--- src/rtl/addr_xlat_pkg.sv ---
package addr_xlat_pkg;
  localparam int WIN_BITS = 8;

  typedef struct packed {
    logic [WIN_BITS-1:0] base;
    logic [WIN_BITS-1:0] mask;
    logic                en;
    logic                wp;
    logic [1:0]          mode;
  } winCfg_t;

  typedef struct packed {
    logic capture;
    logic install;
    logic clearAll;
  } xlatStrobe_t;
endpackage

--- src/rtl/addr_xlat_ctrl.sv ---
module addr_xlat_ctrl
  import addr_xlat_pkg::*;
#(
  parameter int ENTRIES = 16,
  localparam int IDX_W = (ENTRIES > 1) ? $clog2(ENTRIES) : 1
) (
  input  logic             clk,
  input  logic             rstN,
  input  logic             lookupMiss,
  input  logic             fillValid,
  input  logic             flush,
  input  logic             rootWrite,
  output xlatStrobe_t      strobe,
  output logic [IDX_W-1:0] slot,
  output logic             missValid
);
  localparam logic [IDX_W-1:0] LAST = IDX_W'(ENTRIES - 1);

  logic [IDX_W-1:0] ptrQ;
  logic             pendQ;

  always_comb begin
    strobe.clearAll = flush | rootWrite;
    strobe.capture  = !pendQ && lookupMiss;
    strobe.install  = pendQ && fillValid && !strobe.clearAll;
  end

  always_ff @(posedge clk) begin
    if (!rstN) begin
      pendQ <= 1'b0;
      ptrQ  <= '0;
    end else begin
      if (pendQ && fillValid)
        pendQ <= 1'b0;
      else if (strobe.capture)
        pendQ <= 1'b1;
      if (strobe.install)
        ptrQ <= (ptrQ == LAST) ? '0 : ptrQ + 1'b1;
    end
  end

  assign slot      = ptrQ;
  assign missValid = pendQ;
endmodule

--- src/rtl/addr_xlat_dp.sv ---
module addr_xlat_dp
  import addr_xlat_pkg::*;
#(
  parameter int ADDR_W    = 32,
  parameter int PAGE_BITS = 12,
  parameter int ENTRIES   = 16,
  localparam int IDX_W = (ENTRIES > 1) ? $clog2(ENTRIES) : 1,
  localparam int VPN_W = ADDR_W - PAGE_BITS
) (
  input  logic               clk,
  input  logic               rstN,
  input  logic               reqValid,
  input  logic [ADDR_W-1:0]  reqAddr,
  input  logic               reqWrite,
  input  logic               reqSuper,
  input  winCfg_t [1:0]      winCfg,
  input  xlatStrobe_t        strobe,
  input  logic [IDX_W-1:0]   slot,
  input  logic [VPN_W-1:0]   fillFrame,
  input  logic               fillReadOnly,
  input  logic               fillSuperOnly,
  input  logic               fillCopyback,
  output logic               respHit,
  output logic               respTransparent,
  output logic [ADDR_W-1:0]  respPhys,
  output logic               respFault,
  output logic               respCopyback,
  output logic               lookupMiss,
  output logic [VPN_W-1:0]   missPage,
  output logic [ENTRIES-1:0] validVec
);
  localparam int WIN_LO = ADDR_W - WIN_BITS;

  logic [1:0]         winHit;
  logic               ttHit;
  logic               winWp;
  logic [ENTRIES-1:0] validQ;
  logic [VPN_W-1:0]   tagQ   [ENTRIES];
  logic [VPN_W-1:0]   frameQ [ENTRIES];
  logic [ENTRIES-1:0] roQ, soQ, cbQ;
  logic [ENTRIES-1:0] entHit;
  logic               pageHit;
  logic [VPN_W-1:0]   selFrame;
  logic               selRo, selSo, selCb;
  logic [VPN_W-1:0]   missPageQ;
  logic [VPN_W-1:0]   reqPage;

  assign reqPage = reqAddr[ADDR_W-1:PAGE_BITS];

  for (genvar w = 0; w < 2; w++) begin : gWin
    logic modeOk;
    assign modeOk    = reqSuper ? winCfg[w].mode[1] : winCfg[w].mode[0];
    assign winHit[w] = winCfg[w].en && modeOk &&
      (((reqAddr[ADDR_W-1:WIN_LO] ^ winCfg[w].base) & ~winCfg[w].mask) == '0);
  end

  assign ttHit = |winHit;
  assign winWp = winHit[0] ? winCfg[0].wp : winCfg[1].wp;

  for (genvar e = 0; e < ENTRIES; e++) begin : gEnt
    assign entHit[e] = validQ[e] && (tagQ[e] == reqPage);
  end

  always_comb begin
    pageHit  = 1'b0;
    selFrame = '0;
    selRo    = 1'b0;
    selSo    = 1'b0;
    selCb    = 1'b0;
    for (int e = ENTRIES - 1; e >= 0; e--) begin
      if (entHit[e]) begin
        pageHit  = 1'b1;
        selFrame = frameQ[e];
        selRo    = roQ[e];
        selSo    = soQ[e];
        selCb    = cbQ[e];
      end
    end
  end

  always_comb begin
    respTransparent = reqValid && ttHit;
    respHit         = reqValid && (ttHit || pageHit);
    lookupMiss      = reqValid && !ttHit && !pageHit;
    respPhys        = ttHit ? reqAddr : {selFrame, reqAddr[PAGE_BITS-1:0]};
    respCopyback    = reqValid && !ttHit && pageHit && selCb;
    if (ttHit)
      respFault = reqValid && reqWrite && winWp;
    else
      respFault = reqValid && pageHit &&
                  ((reqWrite && selRo) || (!reqSuper && selSo));
  end

  always_ff @(posedge clk) begin
    if (!rstN)
      validQ <= '0;
    else if (strobe.clearAll)
      validQ <= '0;
    else if (strobe.install)
      validQ[slot] <= 1'b1;
  end

  always_ff @(posedge clk) begin
    if (strobe.capture)
      missPageQ <= reqPage;
    if (strobe.install) begin
      tagQ[slot]   <= missPageQ;
      frameQ[slot] <= fillFrame;
      roQ[slot]    <= fillReadOnly;
      soQ[slot]    <= fillSuperOnly;
      cbQ[slot]    <= fillCopyback;
    end
  end

  assign missPage = missPageQ;
  assign validVec = validQ;
endmodule

--- src/rtl/addr_xlat_unit.sv ---
module addr_xlat_unit
  import addr_xlat_pkg::*;
#(
  parameter int ADDR_W    = 32,
  parameter int PAGE_BITS = 12,
  parameter int ENTRIES   = 16,
  localparam int IDX_W = (ENTRIES > 1) ? $clog2(ENTRIES) : 1,
  localparam int VPN_W = ADDR_W - PAGE_BITS
) (
  input  logic                clk,
  input  logic                rstN,
  input  logic                reqValid,
  input  logic [ADDR_W-1:0]   reqAddr,
  input  logic                reqWrite,
  input  logic                reqSuper,
  input  logic [WIN_BITS-1:0] win0Base,
  input  logic [WIN_BITS-1:0] win0Mask,
  input  logic                win0Enable,
  input  logic                win0WriteProt,
  input  logic [1:0]          win0Mode,
  input  logic [WIN_BITS-1:0] win1Base,
  input  logic [WIN_BITS-1:0] win1Mask,
  input  logic                win1Enable,
  input  logic                win1WriteProt,
  input  logic [1:0]          win1Mode,
  input  logic                rootWrite,
  input  logic                flush,
  input  logic                fillValid,
  input  logic [VPN_W-1:0]    fillFrame,
  input  logic                fillReadOnly,
  input  logic                fillSuperOnly,
  input  logic                fillCopyback,
  output logic                respHit,
  output logic                respTransparent,
  output logic [ADDR_W-1:0]   respPhys,
  output logic                respFault,
  output logic                respCopyback,
  output logic                missValid,
  output logic [VPN_W-1:0]    missPage
);
  winCfg_t [1:0]      winCfg;
  xlatStrobe_t        strobe;
  logic [IDX_W-1:0]   slot;
  logic               lookupMiss;
  logic [ENTRIES-1:0] validVec;

  assign winCfg[0] = '{base: win0Base, mask: win0Mask, en: win0Enable,
                       wp: win0WriteProt, mode: win0Mode};
  assign winCfg[1] = '{base: win1Base, mask: win1Mask, en: win1Enable,
                       wp: win1WriteProt, mode: win1Mode};

  addr_xlat_ctrl #(.ENTRIES(ENTRIES)) ctrl_i (
    .clk(clk), .rstN(rstN), .lookupMiss(lookupMiss), .fillValid(fillValid),
    .flush(flush), .rootWrite(rootWrite), .strobe(strobe), .slot(slot),
    .missValid(missValid)
  );

  addr_xlat_dp #(.ADDR_W(ADDR_W), .PAGE_BITS(PAGE_BITS), .ENTRIES(ENTRIES)) dp_i (
    .clk(clk), .rstN(rstN), .reqValid(reqValid), .reqAddr(reqAddr),
    .reqWrite(reqWrite), .reqSuper(reqSuper), .winCfg(winCfg),
    .strobe(strobe), .slot(slot), .fillFrame(fillFrame),
    .fillReadOnly(fillReadOnly), .fillSuperOnly(fillSuperOnly),
    .fillCopyback(fillCopyback), .respHit(respHit),
    .respTransparent(respTransparent), .respPhys(respPhys),
    .respFault(respFault), .respCopyback(respCopyback),
    .lookupMiss(lookupMiss), .missPage(missPage), .validVec(validVec)
  );
endmodule

--- config.mk ---
export PLATFORM = sky130hd
export DESIGN_NAME = addr_xlat_unit
export DESIGN_NICKNAME = d
export VERILOG_FILES = /design/src/rtl/addr_xlat_pkg.sv /design/src/rtl/addr_xlat_ctrl.sv /design/src/rtl/addr_xlat_dp.sv /design/src/rtl/addr_xlat_unit.sv
export SDC_FILE = /design/constraint.sdc
export NUM_CORES = 1
export LEC_CHECK = 0
export BUFFER_PORTS_ARGS = -buffer_cell sky130_fd_sc_hd__buf_2
export CORE_UTILIZATION = 33
export DETAILED_ROUTE_END_ITERATION = 8
export SETUP_SLACK_MARGIN = 0.4
export SLEW_MARGIN = 20
export SYNTH_ARGS = -nofsm -noshare
export SYNTH_HDL_FRONTEND = slang
export SYNTH_SLANG_ARGS = --single-unit
--- constraint.sdc ---
create_clock -name clk -period 10.2 [get_ports clk]
set_input_delay 1.02 -clock clk [delete_from_list [all_inputs] [get_ports clk]]
set_output_delay 1.02 -clock clk [all_outputs]
set_load 0.02 [all_outputs]
## Word level (Yosys, flattened, before mapping)

Memory sizes are Yosys's and may differ from the RTL's.
Cells that the tools add are included.

| operators by class | value |
|---|---|
| add/sub/neg operators | 1 |
| multiply operators | 0 |
| divide/modulo/power cells | 0 |
| $lt $le $gt $ge | 2 |
| equal/unequal tests | 17 |
| shift operators | 0 |
| muxes and demuxes | 93 |
| bitwise gates (word level) | 9 |
| reductions and logical operators | 48 |

Operators with widths:

| cell | number |
|---|---|
| 20-bit equality test | 16 |
| 20-bit two-way mux | 16 |
| 1-bit two-way mux | 71 |
| 16-bit bitwise mux | 3 |
| 1-bit logical AND | 36 |
| 32-bit two-way mux | 1 |
| 8-bit AND | 2 |
| 8-bit logical NOT | 2 |
| 8-bit NOT | 2 |
| 16-bit bitwise OR | 1 |
| 8-bit bitwise XOR | 2 |
| 2-bit OR reduction | 3 |
| 1-bit logical NOT | 5 |
| 4-bit by 5-bit less-than comparator with 1-bit output, second input constant | 1 |
| 4-bit by 1-bit adder with 4-bit output, second input constant | 1 |
| 1-bit demux with 4-bit select | 1 |
| 4-bit equality test, second input constant | 1 |
| 4-bit by 1-bit >= comparator with 1-bit output, second input constant | 1 |
| 4-bit two-way mux | 1 |
| 1-bit logical OR | 2 |
| 1-bit NOT | 1 |
| 1-bit bitwise OR | 1 |

| storage, ports and cells | value |
|---|---|
| register bits | 89 |
| bits in latches | 0 |
| bits in writable memories | 640 |
| bits in read-only memories | 0 |
| input port bits | 103 |
| output and inout bits | 57 |
| word-level logic and storage cells | 179 |
| memories | 2 |

Memory list:

| name | words | width | read ports | clocked after Yosys merged registers in | wr ports | RTL line | text |
|---|---|---|---|---|---|---|---|
| dp_i.frameQ | 16 | 20 | 16 | 0 | 1 | addr_xlat_dp.sv:39 | `logic [VPN_W-1:0] frameQ [ENTRIES];` |
| dp_i.tagQ | 16 | 20 | 16 | 0 | 1 | addr_xlat_dp.sv:38 | `logic [VPN_W-1:0] tagQ [ENTRIES];` |

## Logic depth before layout (Yosys ltp)

| depth | value |
|---|---|
| depth in word-level cells | 22 |
| mapped depth | 13 |
| gate-level depth less buffers | 9 |

## Cells and area by module

A second synthesis with hierarchy kept.

| unflattened totals | value |
|---|---|
| cells, all modules | 2,055 |
| area total of the unflattened synthesis | 30,867.1 um^2 |

Modules (own cells, without submodules):

| module | times used | cells an instance | area an instance (um^2) | seq. area each (um^2) |
|---|---|---|---|---|
| addr_xlat_dp | 1 | 2,026 | 30,611.9 | 21,580.7 |
| addr_xlat_ctrl | 1 | 29 | 255.2 | 100.1 |

## Worst setup path before layout

Ideal clock, no wire load.

| timing | value |
|---|---|
| path type | input to register |
| from | input rootWrite |
| to | register dp_i.cbQ[3], enable pin |
| setup time | 0.499 ns |
| arrival | 4.724 ns |
| required time | 9.701 ns |
| setup slack | 4.977 ns |
| stages | 5 |
| path buffers | 1 |
| path through | nor2_1 and3_1 clkbuf_1 nand2_1 nor3_1 |

| between the ends | value |
|---|---|
| cells in the longest elaborated chain, start to end | 3 |

RTL lines:

| item | RTL line | text |
|---|---|---|
| start, declared | addr_xlat_unit.sv:26 | `input logic rootWrite,` |
| 1-bit bitwise OR | addr_xlat_ctrl.sv:23 | `strobe.clearAll = flush \| rootWrite;` |
| 1-bit logical NOT | addr_xlat_ctrl.sv:25 | `strobe.install = pendQ && fillValid && !strobe.clearAll;` |
| 1-bit logical AND | addr_xlat_ctrl.sv:25 |  |
| end signal, assigned by index | addr_xlat_dp.sv:111 | `cbQ[slot] <= fillCopyback;` |
| end, declared | addr_xlat_dp.sv:40 | `logic [ENTRIES-1:0] roQ, soQ, cbQ;` |

Every way passes these cells.
A chain may end at the register's enable or synchronous reset.

## Final worst setup path

| timing | value |
|---|---|
| from | input reqAddr[19] |
| to | output respPhys[28] |

| between the ends | value |
|---|---|
| cells in the longest elaborated chain, start to end | 19 |
| elaborated cells on any way between the ends | 49 |
| classes of those cells | eq/ne: 16; mux: 17; reduce/logical: 16 |

RTL lines:

| item | RTL line | text |
|---|---|---|
| start, declared | addr_xlat_unit.sv:13 | `input logic [ADDR_W-1:0] reqAddr,` |
| 20-bit equality test | addr_xlat_dp.sv:61 | `assign entHit[e] = validQ[e] && (tagQ[e] == reqPage);` |
| 1-bit logical AND | addr_xlat_dp.sv:61 |  |
| 20-bit two-way mux (15 in a row) | addr_xlat_dp.sv:71 | `if (entHit[e]) begin` |
| 20-bit two-way mux * | addr_xlat_dp.sv:71 |  |
| 32-bit two-way mux * | addr_xlat_dp.sv:85 | `respPhys = ttHit ? reqAddr : {selFrame, reqAddr[PAGE_BITS-1:0]};` |
| end, declared | addr_xlat_unit.sv:35 | `output logic [ADDR_W-1:0] respPhys,` |

Mark *: on every way between the ends. The rest lies on a longest branch, timed or not.

==> summary.txt <==
Status
  – Status: complete, no violations

GRT
  – Global-route usage over all layers: around a fifth
  – Initial antenna violation count: 8
  – Vias in the first global route: between 20000 and 25000
  – Gr ovfl total: 0
  – First-pass GRT wire length: about 150 mm
  – Largest net degree at the start of global routing: 47

Setup path
  – WS Path Type: primary input to output port
  – Crit end category: output port
  – CP startpoint kind: primary input
  – Worst EP required: between 9 and 10 ns
  – Crit path max fanout: 20
  – CP Data Arrival Time: approximately 5.7 ns

Power
  – Leak: around 11 nW
  – Total power: between 0.006 and 0.007 W
  – Pwr dens: 175 mW/mm^2
  – Maximum vdd drop: 117 uV

Yosys
  – Ys Warns: 0
  – Post-synthesis compound-gate area fraction: approximately 8%
  – Synth Area in Adders: less than 1%
  – Largest family of logic cells by synthesized area: simple AND/OR/NAND/NOR gates
  – Multiplexer share of the synthesized area: less than 1%
  – Cells after Synth: about 2300
  – Synth Area in XOR/XNOR: 9.54%
  – Synth Net Count: 2363
  – Top-area cell type share of the netlist area: just under 70%
  – Yosys cell types: 70
  – FFs w/ async S/R, synth: 0%
  – Ys flop type: edfxtp_1
  – Cell taking the most area after synthesis: edfxtp_1
  – Syn_area_per_cell: roughly 14 sq um
  – Post-synthesis sequential area ratio: between 60% and 70%
  – Post-synthesis register bit count: between 700 and 800
  – Post-synth EDFFs: just over 700
  – Main area contributors after synthesis: edfxtp_1 (67%), xnor2_1 (5.7%), xor2_1 (3.9%)
  – Simple-Gate Fraction of Synth Area: between 10% and 20%
  – Mapped cell area: between 0.03 and 0.04 sq mm

STA
  – Fin Clk Skew: ~0.027 ns
  – Setup_tns: 0 ns
  – Final hold violation count: 0
  – Rel. slew slack: around a quarter
  – Final min period: around 6.7 ns
  – Period utilization: approximately 66%
  – Setup Viol. Count Final: 0
  – Max Fclk: between 100 and 150 MHz
  – Worst slew pin tran: 1.12 ns
  – Max Slew Vio Count: 0
  – Unrepaired setup endpoints after global routing: false

Floorplan
  – Row cnt: 113
  – Core Box Area: 0.0949 sq mm
  – Die area: 0.0969 sq mm
  – Ports: 160
  – Die Y: 311 microns
  – Initial Utilization: ~33%
  – Die Width: 311 microns

Min path
  – Hold WC Path Type: register to register

Routing
  – Antenna-violating nets left: 0
  – Vias/cell: 5.68
  – DRC Markers: 0
  – Via count: between 20000 and 25000
  – Drt total wl: around 100 mm
  – TritonRoute pass-1 iters: 6
  – Iter 0 DRT Violations: around 2900
  – WL/cell: between 20 and 30 microns

Cells and area
  – Commonest non-fill, non-tap cells in the layout: edfxtp_1 (708), xnor2_1 (204), nor2_1 (155)
  – Final #Nets: roughly 2500
  – Core Util, Final: 38.2%
  – Syn-to-layout area delta: 14.6%
  – Commonest non-fill, non-tap cell in the layout: edfxtp_1
  – Fin area: approximately 0.036 sq mm
  – Layout cell share with drive strength beyond 1: approximately 16%

Clock tree
  – Cts hold-fix bufs: 0
  – CTS tree: done
  – Clock root buffer: clkbuf_16
  – Post-CTS Setup Inserts: 0
  – Worst-Skew Late Latency: 0.63 ns
  – Reg clk slew, reported paths: 0.06 ns
  – CTS sink cnt: 729
  – H-tree depth: 3
  – CTS buffer count: 72
  – Post-cts resize count: 0
  – Clock tree buffer depth: 3

Place
  – Final Wtd Congestion: roughly 0.9
  – DP Area: 0.0339 sq mm
  – Post-DP HPWL: between 60 and 70 mm
  – Port Buf Inserts: 135

Job
  – Total of max-cap violations: 0
[Yosys cell counts (15+ instances only)]
library cell and instances:
and2_1 15, or4_1 15, edfxtp_1 708, clkbuf_1 64, o2111ai_1 21, a211o_1 22, o21ai_0 71, buf_4 21
dfxtp_1 21, inv_1 15, nor4_1 47, o221ai_2 16, buf_2 41, nor3_1 83, xnor2_1 204, xor2_1 140
nor2_1 169, a21oi_1 100, a221o_1 19, and2_4 16, o22ai_1 46, a31oi_1 24, nand2_1 60, nand3_1 95
nand4_1 74
[metrics by stage]
step                      cells  setup slack [ns]  hold slack, ns
after floorplan            2256              4.98           0.447
after global placement     3587              3.15           0.468
after detailed placement   3592              3.24           0.497
after CTS                  3722              3.25           0.506
after global routing       3723              3.26           0.529
final                      3728              3.47           0.508
[layer usage]
metal / part of all wire, % / routed length, microns / vias up / track usage [%]
met3: 10 / 10900 / 218 / 3.54
met5: 0.0076 / 8 / - / 0
met1: 42 / 44500 / 10700 / 31.0
met2: 44 / 46300 / 1299 / 32.0
li1: - / - / 8940 / -
met4: 3.0 / 3100 / 2 / 6.66
[cells by family (layout without fill, tap and decap cells)]
kind of cell             after synthesis  count (layout)
other                                  0               5
AND/OR/NAND/NOR                      658             658
buffers and inverters                152             354
XOR/XNOR                             344             344
adder cells (fa/ha/maj)                4               4
AO/OA/AOI/OAI                        363             363
multiplexers                           6               6
flip-flops                           729             729
[final timing paths]
kind | start | endpoint | slack [ns] | cells past startpoint
worst max register to register | dp_i.tagQ[11][11] | dp_i.missPage[2] | 5.94 | 9
worst min-delay path | dp_i.validVec[12] | dp_i.validVec[12] | 0.51 | 2
worst max-delay path | reqAddr[19] | respPhys[28] | 3.47 | 12
worst min register to register | dp_i.validVec[12] | dp_i.validVec[12] | 0.51 | 2
[report_power, final]
group / total, W / leakage [nW] / switching, W / internal (W)
clock: 0.00268 / 1.13 / 0.00115 / 0.00153
sequential: 0.00331 / 6.54 / 0.0000124 / 0.00330
combinational: 0.000340 / 3.66 / 0.000248 / 0.0000910
[cell type report]
class	instances	area, sq um
fillers	8897	58700
flip-flops and latches	729	21700
multi-input cells	1375	9280
clock buffers	89	1900
well taps	1265	1580
repair buffers	209	1270
clock inverters	41	420
inverters	15	56.3
diodes	5	12.5
[sequential cells by signal, summed over array words and instances, names as in the netlist]
name / count
dp_i.validVec: 16
ctrl_i.missValid: 1
dp_i.cbQ: 16
dp_i.missPage: 20
ctrl_i.slot: 4
dp_i.frameQ: 320
dp_i.roQ: 16
dp_i.soQ: 16
dp_i.tagQ: 320
[critical path, stage by stage]
cell     delay, ns
buf_2         0.37
buf_4         0.37
xor2_1        0.16
or4_1         0.53
or4_1         0.59
nor3_2        0.60
nand2_1       0.66
o22ai_1       0.37
nor2_1        0.09
a21oi_1       0.58
a21oi_1       0.13
buf_2         0.20
(Power assumes the default switching activity.)
